==> config.mk <==
export PLATFORM = sky130hd
export DESIGN_NAME = therm_alarm
export DESIGN_NICKNAME = d
export VERILOG_FILES = /design/src/rtl/therm_pkg.sv /design/src/rtl/therm_cmp.sv /design/src/rtl/therm_fq.sv /design/src/rtl/therm_ctl.sv /design/src/rtl/therm_alarm.sv
export SDC_FILE = /design/constraint.sdc
export NUM_CORES = 1
export LEC_CHECK = 0
export BUFFER_PORTS_ARGS = -buffer_cell sky130_fd_sc_hd__buf_4
export CAP_MARGIN = 10
export CORE_UTILIZATION = 51
export DETAILED_ROUTE_END_ITERATION = 6
export PLACE_DENSITY_LB_ADDON = 0.05
export REMOVE_ABC_BUFFERS = 1
export SYNTH_ARGS = -nofsm -noshare
export SYNTH_HDL_FRONTEND = slang
export SYNTH_HIERARCHICAL = 1
export SYNTH_SLANG_ARGS = --single-unit
==> constraint.sdc <==
create_clock -name clk_i -period 3.55 [get_ports clk_i]
set_input_delay 0.355 -clock clk_i [delete_from_list [all_inputs] [get_ports clk_i]]
set_output_delay 0.355 -clock clk_i [all_outputs]
set_load 0.005 [all_outputs]
==> src/rtl/therm_pkg.sv <==
package therm_pkg;
  localparam int SMP_W = 16;
  localparam int SEL_W = 2;
  localparam int CNT_W = 3;

  // run length per select code
  function automatic logic [CNT_W-1:0] run_need(input logic [SEL_W-1:0] sel);
    case (sel)
      2'd0:    run_need = CNT_W'(1);
      2'd1:    run_need = CNT_W'(2);
      2'd2:    run_need = CNT_W'(4);
      default: run_need = CNT_W'(6);
    endcase
  endfunction
endpackage

==> src/rtl/therm_cmp.sv <==
module therm_cmp #(
  parameter int W = 16
) (
  input  logic [W-1:0] smp_i,
  input  logic [W-1:0] lim_hi_i,
  input  logic [W-1:0] lim_lo_i,
  output logic         over_o,
  output logic         under_o
);
  always_comb begin
    over_o  = $signed(smp_i) > $signed(lim_hi_i);
    under_o = $signed(smp_i) < $signed(lim_lo_i);
  end
endmodule

==> src/rtl/therm_fq.sv <==
module therm_fq #(
  parameter int CW = 3
) (
  input  logic          clk_i,
  input  logic          rst_ni,
  input  logic          clr_i,
  input  logic          step_i,
  input  logic          hit_i,
  input  logic [CW-1:0] need_i,
  output logic          trip_o,
  output logic [CW-1:0] cnt_o
);
  logic [CW-1:0] cnt_q, cnt_nxt;

  assign cnt_nxt = cnt_q + CW'(1);
  assign trip_o  = step_i & hit_i & (cnt_nxt >= need_i);
  assign cnt_o   = cnt_q;

  always_ff @(posedge clk_i or negedge rst_ni) begin
    if (!rst_ni)               cnt_q <= '0;
    else if (clr_i || trip_o)  cnt_q <= '0;
    else if (step_i)           cnt_q <= hit_i ? cnt_nxt : '0;
  end
endmodule

==> src/rtl/therm_ctl.sv <==
module therm_ctl (
  input  logic clk_i,
  input  logic rst_ni,
  input  logic smp_vld_i,
  input  logic shdn_i,
  input  logic int_mode_i,
  input  logic rd_clr_i,
  input  logic over_i,
  input  logic under_i,
  input  logic trip_i,
  output logic step_o,
  output logic hit_o,
  output logic mode_chg_o,
  output logic act_o
);
  logic mode_q, cmp_act_q, pend_q, watch_lo_q, look_lo;

  assign mode_chg_o = int_mode_i ^ mode_q;
  assign step_o     = smp_vld_i & ~shdn_i & ~mode_chg_o;
  assign look_lo    = int_mode_i ? watch_lo_q : cmp_act_q;
  assign hit_o      = look_lo ? under_i : over_i;
  assign act_o      = int_mode_i ? pend_q : cmp_act_q;

  always_ff @(posedge clk_i or negedge rst_ni) begin
    if (!rst_ni) begin
      mode_q     <= 1'b0;
      cmp_act_q  <= 1'b0;
      pend_q     <= 1'b0;
      watch_lo_q <= 1'b0;
    end else begin
      mode_q <= int_mode_i;
      if (mode_chg_o) begin
        cmp_act_q  <= 1'b0;
        pend_q     <= 1'b0;
        watch_lo_q <= 1'b0;
      end else if (int_mode_i) begin
        // trip wins over a coincident read clear
        if (trip_i) begin
          pend_q     <= 1'b1;
          watch_lo_q <= ~watch_lo_q;
        end else if (rd_clr_i) begin
          pend_q <= 1'b0;
        end
      end else if (trip_i) begin
        cmp_act_q <= ~cmp_act_q;
      end
    end
  end
endmodule

==> src/rtl/therm_alarm.sv <==
module therm_alarm
  import therm_pkg::*;
(
  input  logic             clk_i,
  input  logic             rst_ni,
  input  logic             smp_vld_i,
  input  logic [SMP_W-1:0] smp_i,
  input  logic [SMP_W-1:0] lim_hi_i,
  input  logic [SMP_W-1:0] lim_lo_i,
  input  logic [SEL_W-1:0] flt_sel_i,
  input  logic             int_mode_i,
  input  logic             pol_hi_i,
  input  logic             shdn_i,
  input  logic             rd_clr_i,
  output logic             alarm_o
);
  logic             over, under, step, hit, trip, mode_chg, act;
  logic [CNT_W-1:0] cnt, need;

  assign need = run_need(flt_sel_i);

  therm_cmp #(.W(SMP_W)) u_cmp (
    .smp_i(smp_i), .lim_hi_i(lim_hi_i), .lim_lo_i(lim_lo_i),
    .over_o(over), .under_o(under)
  );

  therm_fq #(.CW(CNT_W)) u_fq (
    .clk_i(clk_i), .rst_ni(rst_ni), .clr_i(mode_chg), .step_i(step),
    .hit_i(hit), .need_i(need), .trip_o(trip), .cnt_o(cnt)
  );

  therm_ctl u_ctl (
    .clk_i(clk_i), .rst_ni(rst_ni), .smp_vld_i(smp_vld_i), .shdn_i(shdn_i),
    .int_mode_i(int_mode_i), .rd_clr_i(rd_clr_i), .over_i(over),
    .under_i(under), .trip_i(trip), .step_o(step), .hit_o(hit),
    .mode_chg_o(mode_chg), .act_o(act)
  );

  assign alarm_o = pol_hi_i ? act : ~act;
endmodule

[Word level (Yosys, flattened, before mapping)]
Index checks and enable logic that the tools add are counted.
Word-level totals
  flip-flop bits (word level): 7
  input bits: 57
Cells by class
  reduce and logical (&&, ||, !) cells: 9
  bitwise operators: 10
  add/sub/neg operators: 1
  order comparisons: 3
  mux-type cells: 18
  equal/unequal tests: 3
Operator list (number)
  $gt A16 B16 Y1: 1
  $lt A16 B16 Y1: 1
  $mux W1: 14
  $mux W3: 3
  $pmux W3 S3: 1
  $reduce_and A2 Y1: 3
  $reduce_bool A2 Y1: 3
  $not A1 Y1: 5
  $and A1 B1 Y1: 4
  $add A3 B1 Y3 const B: 1
  $ge A3 B3 Y1: 1
  $reduce_bool A3 Y1: 1
  $eq A2 B1 Y1 const B: 1
  $eq A2 B2 Y1 const B: 1
  $logic_not A2 Y1: 1
  $ne A2 B1 Y1 const B: 1
  $logic_or A1 B1 Y1: 1
  $xor A1 B1 Y1: 1

[Longest topological paths before layout]
Gate-level depths: netlist of run 1.
  word-level depth: 8
  mapped depth: 11
  mapped depth without buffers: 11

[Cells and area by module]
The synthesis of run 1 kept the hierarchy.
By module, submodules not included
  therm_cmp: times used 1, sequential area each 0.0 µm², cells an instance 112, area each 802.0 µm²
  therm_fq: times used 1, sequential area each 75.1 µm², cells an instance 25, area each 246.5 µm²
  therm_ctl: times used 1, sequential area each 100.1 µm², cells an instance 20, area each 237.7 µm²
  therm_alarm: times used 1, sequential area each 0.0 µm², cells an instance 4, area each 20.0 µm²

[Worst setup path before layout of run 1]
No wires, ideal clock.
  kind: input-to-reg
  start: in lim_hi_i[14]
  end: reg u_ctl.watch_lo_q
  data required time: 3.425 ns
  stages on the path: 11
  buffers on the path: 0
  slack: 1.071 ns
  setup time: 0.125 ns
  data arrival time: 2.355 ns
  path through: inv_1 > ha_1 > nand4_2 > or4_1 > o21ai_0 > a31oi_1 > mux2_1 > o211ai_1 > nor2_1 > nor3b_1 > mux2_2
Between the ends
  longest elaborated chain between the ends: 6
RTL lines
  from (decl): RTL line therm_alarm.sv:8  | input logic [SMP_W-1:0] lim_hi_i,
  $gt A16 B16 Y1: RTL line therm_cmp.sv:11  | over_o = $signed(smp_i) > $signed(lim_hi_i);
  named net over: RTL line therm_alarm.sv:17  | logic over, under, step, hit, trip, mode_chg, act;
  $mux W1: RTL line therm_ctl.sv:21  | assign hit_o = look_lo ? under_i : over_i;
  named net hit: RTL line therm_alarm.sv:17
  $and A1 B1 Y1 (2 in series): RTL line therm_fq.sv:16  | assign trip_o = step_i & hit_i & (cnt_nxt >= need_i);
  named net trip: RTL line therm_alarm.sv:17
  $reduce_bool A2 Y1 (no line)
  $reduce_and A2 Y1 (no line)
  to (signal assigned): RTL line therm_ctl.sv:40  | watch_lo_q <= ~watch_lo_q;
  to (decl): RTL line therm_ctl.sv:16  | logic mode_q, cmp_act_q, pend_q, watch_lo_q, look_lo;
The timed path passes the listed nets, and every way through them passes these cells.
A chain may end at the register's enable or synchronous reset.

[Worst setup path after layout of run 1]
  start: in smp_i[15]
  end: reg u_ctl.watch_lo_q
Between the ends
  longest elaborated chain between the ends: 6
RTL lines
  from (decl): RTL line therm_alarm.sv:7  | input logic [SMP_W-1:0] smp_i,
  $lt A16 B16 Y1: RTL line therm_cmp.sv:12  | under_o = $signed(smp_i) < $signed(lim_lo_i);
  named net under: RTL line therm_alarm.sv:17
  $mux W1: RTL line therm_ctl.sv:21
  named net hit: RTL line therm_alarm.sv:17
  $and A1 B1 Y1 (2 in series): RTL line therm_fq.sv:16
  named net trip: RTL line therm_alarm.sv:17
  $reduce_bool A2 Y1 (no line)
  $reduce_and A2 Y1 (no line)
The timed path passes the listed nets, and every way through them passes these cells.

==> results of run 1 <==
==> power by group <==
group,leakage (nW),internal [W],switching (W)
Clock,0.0150,0.0000431,0.0000321
Sequential,0.0948,0.0000831,0.00000275
Combinational,0.949,0.0000970,0.0000770
Total,1.06,0.000223,0.000112
==> routing by layer <==
metal  wire, um  up-vias
met5          0        -
met4         44        0
met3        195        4
met2       1390       56
met1       1330      563
li1           -      689
==> what timing repair did <==
item                                    in CTS  in global routing
hold endpoints to repair                     7                  0
hold buffers                                 1                  0
endpoints found under the setup margin       0                  0
setup buffers                                0                  0
==> sequential cells by signal (all words and copies together) (netlist names) <==
name	flops
u_ctl/cmp_act_q	1
u_ctl/mode_q	1
u_ctl/pend_q	1
u_ctl/watch_lo_q	1
u_fq/cnt_o	3
==> worst paths after layout <==
kind                               from               end  slack [ps]
setup reg to reg           u_ctl/mode_q  u_ctl/watch_lo_q        1100
hold reg to reg            u_ctl/pend_q      u_ctl/pend_q         500
max in group asynchronous        rst_ni  u_ctl/watch_lo_q        2960
min in group asynchronous        rst_ni     u_fq/cnt_o[0]         460
setup / recovery              smp_i[15]  u_ctl/watch_lo_q         980
hold / removal               int_mode_i      u_ctl/mode_q         250
==> kinds of logic after synthesis <==
logic type / count (synthesis)
flops: 7
mux: 5
simple gates: 32
compound gates: 40
buf+inv: 38
fa+ha+maj: 37
xor+xnor: 2
==> cell usage in the layout, fill, tap and decap left out, types with 2 or more instances in the layout <==
| cell | instances |
|---|---|
| mux2_2 | 3 |
| nand4_1 | 6 |
| dfrtp_1 | 7 |
| buf_4 | 57 |
| nor2b_1 | 3 |
| a2111o_1 | 2 |
| o21a_1 | 2 |
| a2bb2oi_1 | 2 |
| clkbuf_4 | 3 |
| nand2_1 | 6 |
| a21o_1 | 4 |
| o21bai_1 | 3 |
| inv_1 | 36 |
| a21oi_1 | 14 |
| a31oi_1 | 3 |
| o21ai_0 | 5 |
| nor2_1 | 7 |
| ha_1 | 37 |
| o211ai_1 | 2 |
| nor3b_1 | 3 |
==> cell type report <==
| class | instances | area, um^2 | area share (%) |
|---|---|---|---|
| clock buffer | 4 | 26.3 | 1.46 |
| inverter | 36 | 135 | 7.52 |
| multi-input combinational | 116 | 988 | 55.0 |
| sequential | 7 | 175 | 9.74 |
| tap | 28 | 35.0 | 1.95 |
| timing repair buffer | 58 | 438 | 24.4 |
==> per-stage QoR <==
step	hold slack, ps	instance area (um^2)	util (%)	worst slack, ps
5_1_grt	243	1800	77.5	809
6_report	252	1800	77.5	975
4_1_cts	249	1800	77.5	1010
2_1_floorplan	59.4	1300	-	1070
3_5_place_dp	175	1760	76.0	754
3_3_place_gp	170	1760	76.0	830
==> synthesized netlist by cell type (4+ instances only) <==
library cell  count  share of area [%]
a21oi_1          14                5.4
a21o_1            4                2.3
inv_1            36                 10
nand4_1           6                2.9
dfrtp_1           7                 13
nand2_1           6                1.7
ha_1             37                 35
o21ai_0           5                1.9
nor2_1            7                2.0
==> results.ini, run 1 <==
[power]
p_total_w = 0.000335
leakage_nw = 1.06
powerDensity_nw_per_um2 = 186
max-vdd-ir-drop_mv = 0.225

[critical_path]
start_kind = input pin
cpPeakStageDelay_ps = 420
worst-path-stages = 11
r2r_cells = 7
cp_data_required_time_ps = 3690
critPathBufInv = 1
cp_top_family = simple AND/OR/NAND/NOR gates
path_cells = buf_4 -> ha_1 -> nand4_1 -> nor4_1 -> a221oi_1 -> o2bb2ai_1 -> mux2_1 -> o211ai_1 -> nor2_1 -> nor3b_1 -> mux2_2
path_max_fanout = 4
crit_type = in2reg
cp.arrival_ps = 2710
critPathCaptureType = flop
cp_slowest_cell = nor4_1

[timing]
max_slew.worst_pin.slew_ps = 688
hold_violations = 0
finalMaxSlewViolations = 0
rsz0062_at_grt = false
finalCritPeriodShare_pct = 72.5
setup_violations = 0
period_minus_slack_ps = 2570
finalSetupTns_ps = 0
slew_headroom_pct = 54.1
skew_ps = 5.10
max_freq_mhz = 388

[drt]
first_iter_violations = 17
dr_total_vias = 1312
wl_mm = 2.96
ant_nets = 0
drt-pass1-iter-count = 4
wl_per_cell_um = 11.9
drc = 0
avgViaCountPerCell = 5.27

[place]
place.gp.congestion = 0.915
io_buffers = 57
dp_cells = 244
dpl.hpwl_mm = 2.62

[grt]
grt_use_total_pct = 24.5
grt_pass1_vias = 1305
busiest_layer = met2
use_met3_pct = 3.77
met2_usage_pct = 44.3
grt_pass1_wl_mm = 5.04
antenna_found_initial = 0
overflow = 0
grt_max_degree = 9
grt_use_met1_pct = 28.0

[synthesis]
synth-adder-area-share_pct = 35.4
async_reset_ff_share_pct = 100
synth-seq-area-share_pct = 13.4
synthCells = 161
muxShareOfSynthArea_pct = 4.21
synthSimpleGateAreaFrac_pct = 14.7
synth_area_um2 = 1310
synth-compound-area-share_pct = 20.0
synth_edf_count = 0
syn_area_per_cell_um2 = 8.11
synth_top_family_by_area = adder cells
synth_xor_area_share_pct = 1.34
synth_flop_cell = dfrtp_1
ys_types = 33
ys_ff_latch = 7
ys_warn_count = 6

[job]
cap_violations = 0

[hold_path]
min_path_cells = 1
hold_path.class = in2reg

[floorplanning]
start_util_pct = 56.3
fp.dieArea_um2 = 2770
fp.dieH_um = 52.6
num_rows = 17
core_um2 = 2320
io_pins = 58
fp.dieW_um = 52.6

[cts]
clockRootBuffer = clkbuf_4
cts_tree = yes
cts-buffers-inserted = 3
clk-insertion-delay-late_ps = 250
post_cts_resized = 0
clk_transition_reported_paths_ps = 60
clock_sinks = 7
ctsHtreeMaxLevel = 1
cts_max_path_buffers = 2

[finish]
n_antenna_cell = 0
final_cells = 249
num-nets-final = 316
area_growth_pct = 37.6
fillers = 178
layout-drive-gt1-share_pct = 29.4

[outcome]
status = finished, final reports clean

(Power assumes the default switching activity.)
==> inputs of run 2 (changes only) <==
--- a/config.mk
+++ b/config.mk
@@ -7,7 +7,7 @@
 export LEC_CHECK = 0
 export BUFFER_PORTS_ARGS = -buffer_cell sky130_fd_sc_hd__buf_4
 export CAP_MARGIN = 10
-export CORE_UTILIZATION = 51
+export CORE_UTILIZATION = 48
 export DETAILED_ROUTE_END_ITERATION = 6
 export PLACE_DENSITY_LB_ADDON = 0.05
 export REMOVE_ABC_BUFFERS = 1
==> constraint.sdc (replaced) <==
create_clock -name clk_i -period 2.6 [get_ports clk_i]
set_input_delay 0.26 -clock clk_i [delete_from_list [all_inputs] [get_ports clk_i]]
set_output_delay 0.26 -clock clk_i [all_outputs]
set_load 0.005 [all_outputs]
==> run 2 against run 1 <==
  * Non-clock buffer count up 5
  * Sequential share of layout area down 0.21 points
  * Combinational power up 41%
  * Die area up 6.0%
  * Critical endpoint unchanged
  * Register-to-register slack worse by 490 ps
  * Largest power group unchanged
  * Sequential power up 36%
  * Clock skew down 2.6 ps
  * Final cell count up 2.8%
  * Core utilization down 4.7 points
  * Routed wire length down 1.6%
==> results.ini, run 2 (synthesis results as in run 1) <==
[critical_path]
cpPeakStageDelay_ps = 380  ; was 420 ps
path_max_fanout = 3  ; was 4
path_cells = buf_4 -> ha_1 -> nand4_1 -> nor4_1 -> a221oi_1 -> o2bb2ai_1 -> mux2_1 -> o211ai_1 -> nor2_1 -> nor3b_1 -> mux2_2  ; unchanged
crit_type = in2reg  ; unchanged
cp.arrival_ps = 2460  ; was 2710 ps
critPathCaptureType = flop  ; unchanged
cp_data_required_time_ps = 2740  ; was 3690 ps
cp_slowest_cell = nor4_1  ; unchanged
start_kind = input pin  ; unchanged

[drt]
first_iter_violations = 23  ; was 17
ant_nets = 0  ; unchanged
wl_per_cell_um = 11.4  ; was 11.9 um
drc = 0  ; unchanged
avgViaCountPerCell = 5.11  ; was 5.27
drt-pass1-iter-count = 4  ; unchanged
dr_total_vias = 1308  ; was 1312
wl_mm = 2.91  ; was 2.96 mm

[finish]
layout_common_cells = buf_4 (62), ha_1 (37), inv_1 (36), a21oi_1 (14)  ; was buf_4 (57), ha_1 (37), inv_1 (36), a21oi_1 (14)
area_growth_pct = 40.7  ; was 37.6%
largest_reg_flops = 3  ; unchanged
n_antenna_cell = 0  ; unchanged
layout-drive-gt1-share_pct = 31.0  ; was 29.4%
final_cells = 256  ; was 249
layout_commonest_cell = buf_4  ; unchanged
multi_input_area_um2 = 988  ; unchanged
regArea_um2 = 175  ; unchanged
fillers = 203  ; was 178
final_cell_area_um2 = 1840  ; was 1800 um^2
num-nets-final = 321  ; was 316

[timing]
hold_violations = 0  ; unchanged
max_slew.worst_pin.slew_ps = 320  ; was 688 ps
slew_headroom_pct = 78.5  ; was 54.1%
period_minus_slack_ps = 2320
max_freq_mhz = 430
setup_violations = 0  ; unchanged
finalSetupTns_ps = 0  ; unchanged
rsz0062_at_grt = false  ; unchanged
finalMaxSlewViolations = 0  ; unchanged
hold_ws_ps = 160  ; was 252 ps
skew_ps = 2.47  ; was 5.10 ps
finalCritPeriodShare_pct = 89.4

[cts]
clk-insertion-delay-late_ps = 250  ; about the same
post_cts_buffers = 0  ; unchanged
cts_max_path_buffers = 2  ; unchanged
cts-buffers-inserted = 3  ; unchanged
cts_tree = yes  ; unchanged
ctsHtreeMaxLevel = 1  ; unchanged
clock_sinks = 7  ; unchanged
clk_transition_reported_paths_ps = 50  ; was 60 ps
clockRootBuffer = clkbuf_4  ; unchanged

[floorplanning]
io_pins = 58  ; unchanged
start_util_pct = 51.8  ; was 56.3%
fp.dieW_um = 54.2  ; was 52.6 um
fp.dieH_um = 54.2  ; was 52.6 um
fp.dieArea_um2 = 2930  ; was 2770 um^2
core_um2 = 2520  ; was 2320 um^2
num_rows = 18  ; was 17

[power]
powerDensity_nw_per_um2 = 251  ; was 186 nW/um^2
leakage_nw = 1.08  ; was 1.06 nW
max-vdd-ir-drop_mv = 0.404  ; was 0.225 mV

[grt]
grt_pass1_wl_mm = 4.44  ; was 5.04 mm
grt_max_degree = 9  ; unchanged
antenna_found_initial = 0  ; unchanged
overflow = 0  ; unchanged
grt_use_total_pct = 20.9  ; was 24.5%
grt_pass1_vias = 1197  ; was 1305

[place]
place.gp.congestion = 0.805  ; was 0.915
placed_area_um2 = 1800  ; was 1760 um^2
dpl.hpwl_mm = 2.61  ; was 2.62 mm
dp_cells = 251  ; was 244
io_buffers = 57  ; unchanged

[outcome]
status = finished, final reports clean  ; unchanged

[job]
cap_violations = 0  ; unchanged

[hold_path]
hold_path.class = in2reg  ; unchanged

[run 2: changes by cell type in the layout (fill, tap and decap cells not counted), sizes merged]
cell / delta
buf: +5
[run 2: cell type report]
type,instances,area share [%]
Tap cell,30,2.04
Sequential cell,7,9.53
Clock buffer,4,1.43
Multi-Input combinational cell,116,53.8
Timing Repair Buffer,63,25.9
Inverter,36,7.35
[run 2: final timing paths]
kind | start | end | slack (ps) | cells past startpoint
worst max-delay path | smp_i[15] | u_ctl/watch_lo_q | 280 | 11
worst min-delay path | int_mode_i | u_ctl/mode_q | 160 | 1
worst max register to register | u_fq/cnt_o[0] | u_ctl/watch_lo_q | 610 | 7
worst min register to register | u_ctl/pend_q | u_ctl/pend_q | 470 | 1
max in group asynchronous | rst_ni | u_fq/cnt_o[2] | 2120 | 2
min in group asynchronous | rst_ni | u_ctl/watch_lo_q | 360 | 2
[run 2: what timing repair did]
action / 4_1_cts / 5_1_grt
endpoints found under the hold margin: 7 / 0
hold buffers: 1 / 0
resized for setup: 0 / 0
[run 2: where the power goes]
part	switching [W]	internal, W
logic	0.000106	0.000139
clock network	0.0000401	0.0000586
registers	0.00000365	0.000114
[run 2: critical path, delay by kind of cell]
family / cells / cell delay, ps
and+or+nand+nor: 4 / 780
muxes: 2 / 580
AOI/OAI and AO/OA: 3 / 420
adders and majority gates: 1 / 310
buffers and inverters: 1 / 120
[run 2: per-layer routing]
| metal | wire [um] | up-vias | track usage [%] |
|---|---|---|---|
| met4 | 6 | 0 | 2.56 |
| met1 | 1350 | 557 | 24.2 |
| met5 | 0 | - | 0 |
| li1 | - | 702 | - |
| met2 | 1360 | 47 | 39.0 |
| met3 | 192 | 2 | 5.08 |
[run 2: stage by stage]
step / total power, W / utilization, % / setup WS [ps]
floorplan: 0.000247 / - / 216
global placement: 0.000352 / 71.4 / 92.8
detailed placement: 0.000362 / 71.4 / 19.8
CTS: 0.000465 / 72.9 / 290
global route: 0.000504 / 72.9 / 118
finish: 0.000461 / 72.9 / 276
==> inputs of run 3 (changes only) <==
--- a/config.mk
+++ b/config.mk
@@ -7,8 +7,9 @@
 export LEC_CHECK = 0
 export BUFFER_PORTS_ARGS = -buffer_cell sky130_fd_sc_hd__buf_4
 export CAP_MARGIN = 10
-export CORE_UTILIZATION = 48
+export CORE_UTILIZATION = 51
 export DETAILED_ROUTE_END_ITERATION = 6
+export GPL_TIMING_DRIVEN = 0
 export PLACE_DENSITY_LB_ADDON = 0.05
 export REMOVE_ABC_BUFFERS = 1
 export SYNTH_ARGS = -nofsm -noshare
==> constraint.sdc (replaced) <==
create_clock -name clk_i -period 2.8 [get_ports clk_i]
set_input_delay 0.28 -clock clk_i [delete_from_list [all_inputs] [get_ports clk_i]]
set_output_delay 0.28 -clock clk_i [all_outputs]
set_load 0.005 [all_outputs]
==> run 3 against run 2 <==
  * Design area is 1.9% lower
  * Worst setup slack better by 22 ps
  * Non-clock buffer count is 5 lower
  * Global-route usage is 1.6 points higher
  * Clock power is 4.1% lower
  * Combinational power is 10% lower
  * Flip-flop and latch count stayed put
  * Critical path type unchanged
  * Highest routed layer unchanged
==> results.ini, run 3 (synthesis results as in run 1) <==
[outcome]
status = finished, final reports clean  ; unchanged

[critical_path]
r2r_start = u_ctl/mode_q  ; was u_fq/cnt_o[0]
worstSetupStartpoint = smp_i[11]  ; was smp_i[15]
crit_type = in2reg  ; unchanged
critPathCaptureType = flop  ; unchanged
start_kind = input pin  ; unchanged
r2r_cells = 7  ; unchanged
cp.arrival_ps = 2640  ; was 2460 ps
path_max_fanout = 4  ; was 3
cp_data_required_time_ps = 2940  ; was 2740 ps

[grt]
grt_max_degree = 9  ; unchanged
grt_pass1_vias = 1244  ; was 1197
use_met3_pct = 3.77  ; was 5.08%
antenna_found_initial = 0  ; unchanged
busiest_layer = met2  ; unchanged
grt_use_total_pct = 22.5  ; was 20.9%
overflow = 0  ; unchanged
grt_use_met1_pct = 27.3  ; was 24.2%
grt_pass1_wl_mm = 4.71  ; was 4.44 mm
met2_usage_pct = 40.5  ; was 39.0%

[timing]
hold_ws_ps = 179  ; was 160 ps
finalCritPeriodShare_pct = 89.4
skew_ps = 1.99  ; was 2.47 ps
rsz0062_at_grt = false  ; unchanged
finalMaxSlewViolations = 0  ; unchanged
period_minus_slack_ps = 2500
slew_headroom_pct = 74.6  ; was 78.5%
fin_ws_ps = 298  ; was 276 ps
hold_violations = 0  ; unchanged
max_slew.worst_pin.slew_ps = 375  ; was 320 ps
finalSetupTns_ps = 0  ; unchanged
setup_violations = 0  ; unchanged
max_freq_mhz = 400

[drt]
wl_per_cell_um = 11.4  ; about the same
avgViaCountPerCell = 5.20  ; was 5.11
wl_mm = 2.83  ; was 2.91 mm
dr_total_vias = 1295  ; was 1308
drc = 0  ; unchanged
drt-pass1-iter-count = 4  ; unchanged
ant_nets = 0  ; unchanged
first_iter_violations = 9  ; was 23

[finish]
n_antenna_cell = 0  ; unchanged
layout-drive-gt1-share_pct = 29.9  ; was 31.0%
multi_input_area_um2 = 993  ; was 988 um^2
num-nets-final = 316  ; was 321
regArea_um2 = 175  ; unchanged
final_cells = 249  ; was 256
layout_common_cells = buf_4 (57), ha_1 (37), inv_1 (36), a21oi_1 (14)  ; was buf_4 (62), ha_1 (37), inv_1 (36), a21oi_1 (14)
largest_reg_flops = 3  ; unchanged
area_growth_pct = 38.0  ; was 40.7%
fillers = 180  ; was 203
layout_commonest_cell = buf_4  ; unchanged

[cts]
clock_sinks = 7  ; unchanged
cts-buffers-inserted = 3  ; unchanged
clockRootBuffer = clkbuf_4  ; unchanged
ctsHtreeMaxLevel = 1  ; unchanged
cts_max_path_buffers = 2  ; unchanged
clk-insertion-delay-late_ps = 250  ; about the same
cts_tree = yes  ; unchanged
clk_transition_reported_paths_ps = 50  ; about the same

[place]
io_buffers = 57  ; unchanged
dpl.hpwl_mm = 2.48  ; was 2.61 mm
place.gp.congestion = 0.783  ; was 0.805
dp_cells = 244  ; was 251
pre_cts_slack_ps = 102  ; was 19.8 ps

[floorplanning]
fp.dieArea_um2 = 2770  ; was 2930 um^2
num_rows = 17  ; was 18
core_um2 = 2320  ; was 2520 um^2
io_pins = 58  ; unchanged
fp.dieW_um = 52.6  ; was 54.2 um
fp.dieH_um = 52.6  ; was 54.2 um
start_util_pct = 56.3  ; was 51.8%

[power]
max-vdd-ir-drop_mv = 0.240  ; was 0.404 mV
powerDensity_nw_per_um2 = 235  ; was 251 nW/um^2
leakage_nw = 1.06  ; was 1.08 nW

[hold_path]
worstHoldStart = int_mode_i  ; unchanged
hold_path.class = in2reg  ; unchanged
min_path_cells = 1  ; unchanged

[job]
cap_violations = 0  ; unchanged

[run 3: what timing repair did]
item                                    in CTS  in global routing
setup buffers                                0                  0
endpoints found under the setup margin       0                  1
resized for setup                            0                  1
endpoints found under the hold margin        7                  0
hold buffers                                 1                  0
[run 3: cell type report]
cell class | instances | share of cell area, %
clock buffer | 4 | 1.46
inverter | 36 | 7.49
multi-input combinational | 116 | 55.1
sequential | 7 | 9.72
tap | 28 | 1.94
timing repair buffer | 58 | 24.3
[run 3: path summary, 6_finish.rpt]
check / slack, ps / endpoint
max: 300 / u_ctl/watch_lo_q
min: 180 / u_ctl/mode_q
max reg2reg: 520 / u_ctl/cmp_act_q
min reg2reg: 480 / u_ctl/pend_q
max in group asynchronous: 2310 / u_ctl/watch_lo_q
min in group asynchronous: 370 / u_fq/cnt_o[0]
[run 3: power breakdown]
group	leakage, nW	total, W	internal, W	switching [W]
clock network	0.0150	0.0000946	0.0000546	0.0000401
registers	0.0948	0.000109	0.000105	0.00000316
logic	0.951	0.000220	0.000123	0.0000970
[run 3: routing by layer]
| layer | wire length, um | share of wire (%) | up-vias |
|---|---|---|---|
| met2 | 1290 | 46 | 46 |
| li1 | - | - | 689 |
| met1 | 1360 | 48 | 558 |
| met3 | 165 | 5.8 | 2 |
| met4 | 17 | 0.60 | 0 |
| met5 | 0 | 0 | - |
[run 3: through the flow]
step / total power [W] / utilization (%) / instance area, um^2
floorplan: 0.000230 / - / 1300
global placement: 0.000318 / 76.0 / 1760
detailed placement: 0.000328 / 76.0 / 1760
CTS: 0.000427 / 77.5 / 1800
global route: 0.000462 / 77.8 / 1800
finish: 0.000424 / 77.8 / 1800
[run 3: worst max-delay path, cell delays in order]
cell      delay [ps]
buf_4            120
ha_1             310
nand4_1          160
or4_1            520
o21ai_0          100
a31oi_1           70
mux2_1           370
o211ai_1         130
nor2_1           140
nor3b_1          170
mux2_2           270
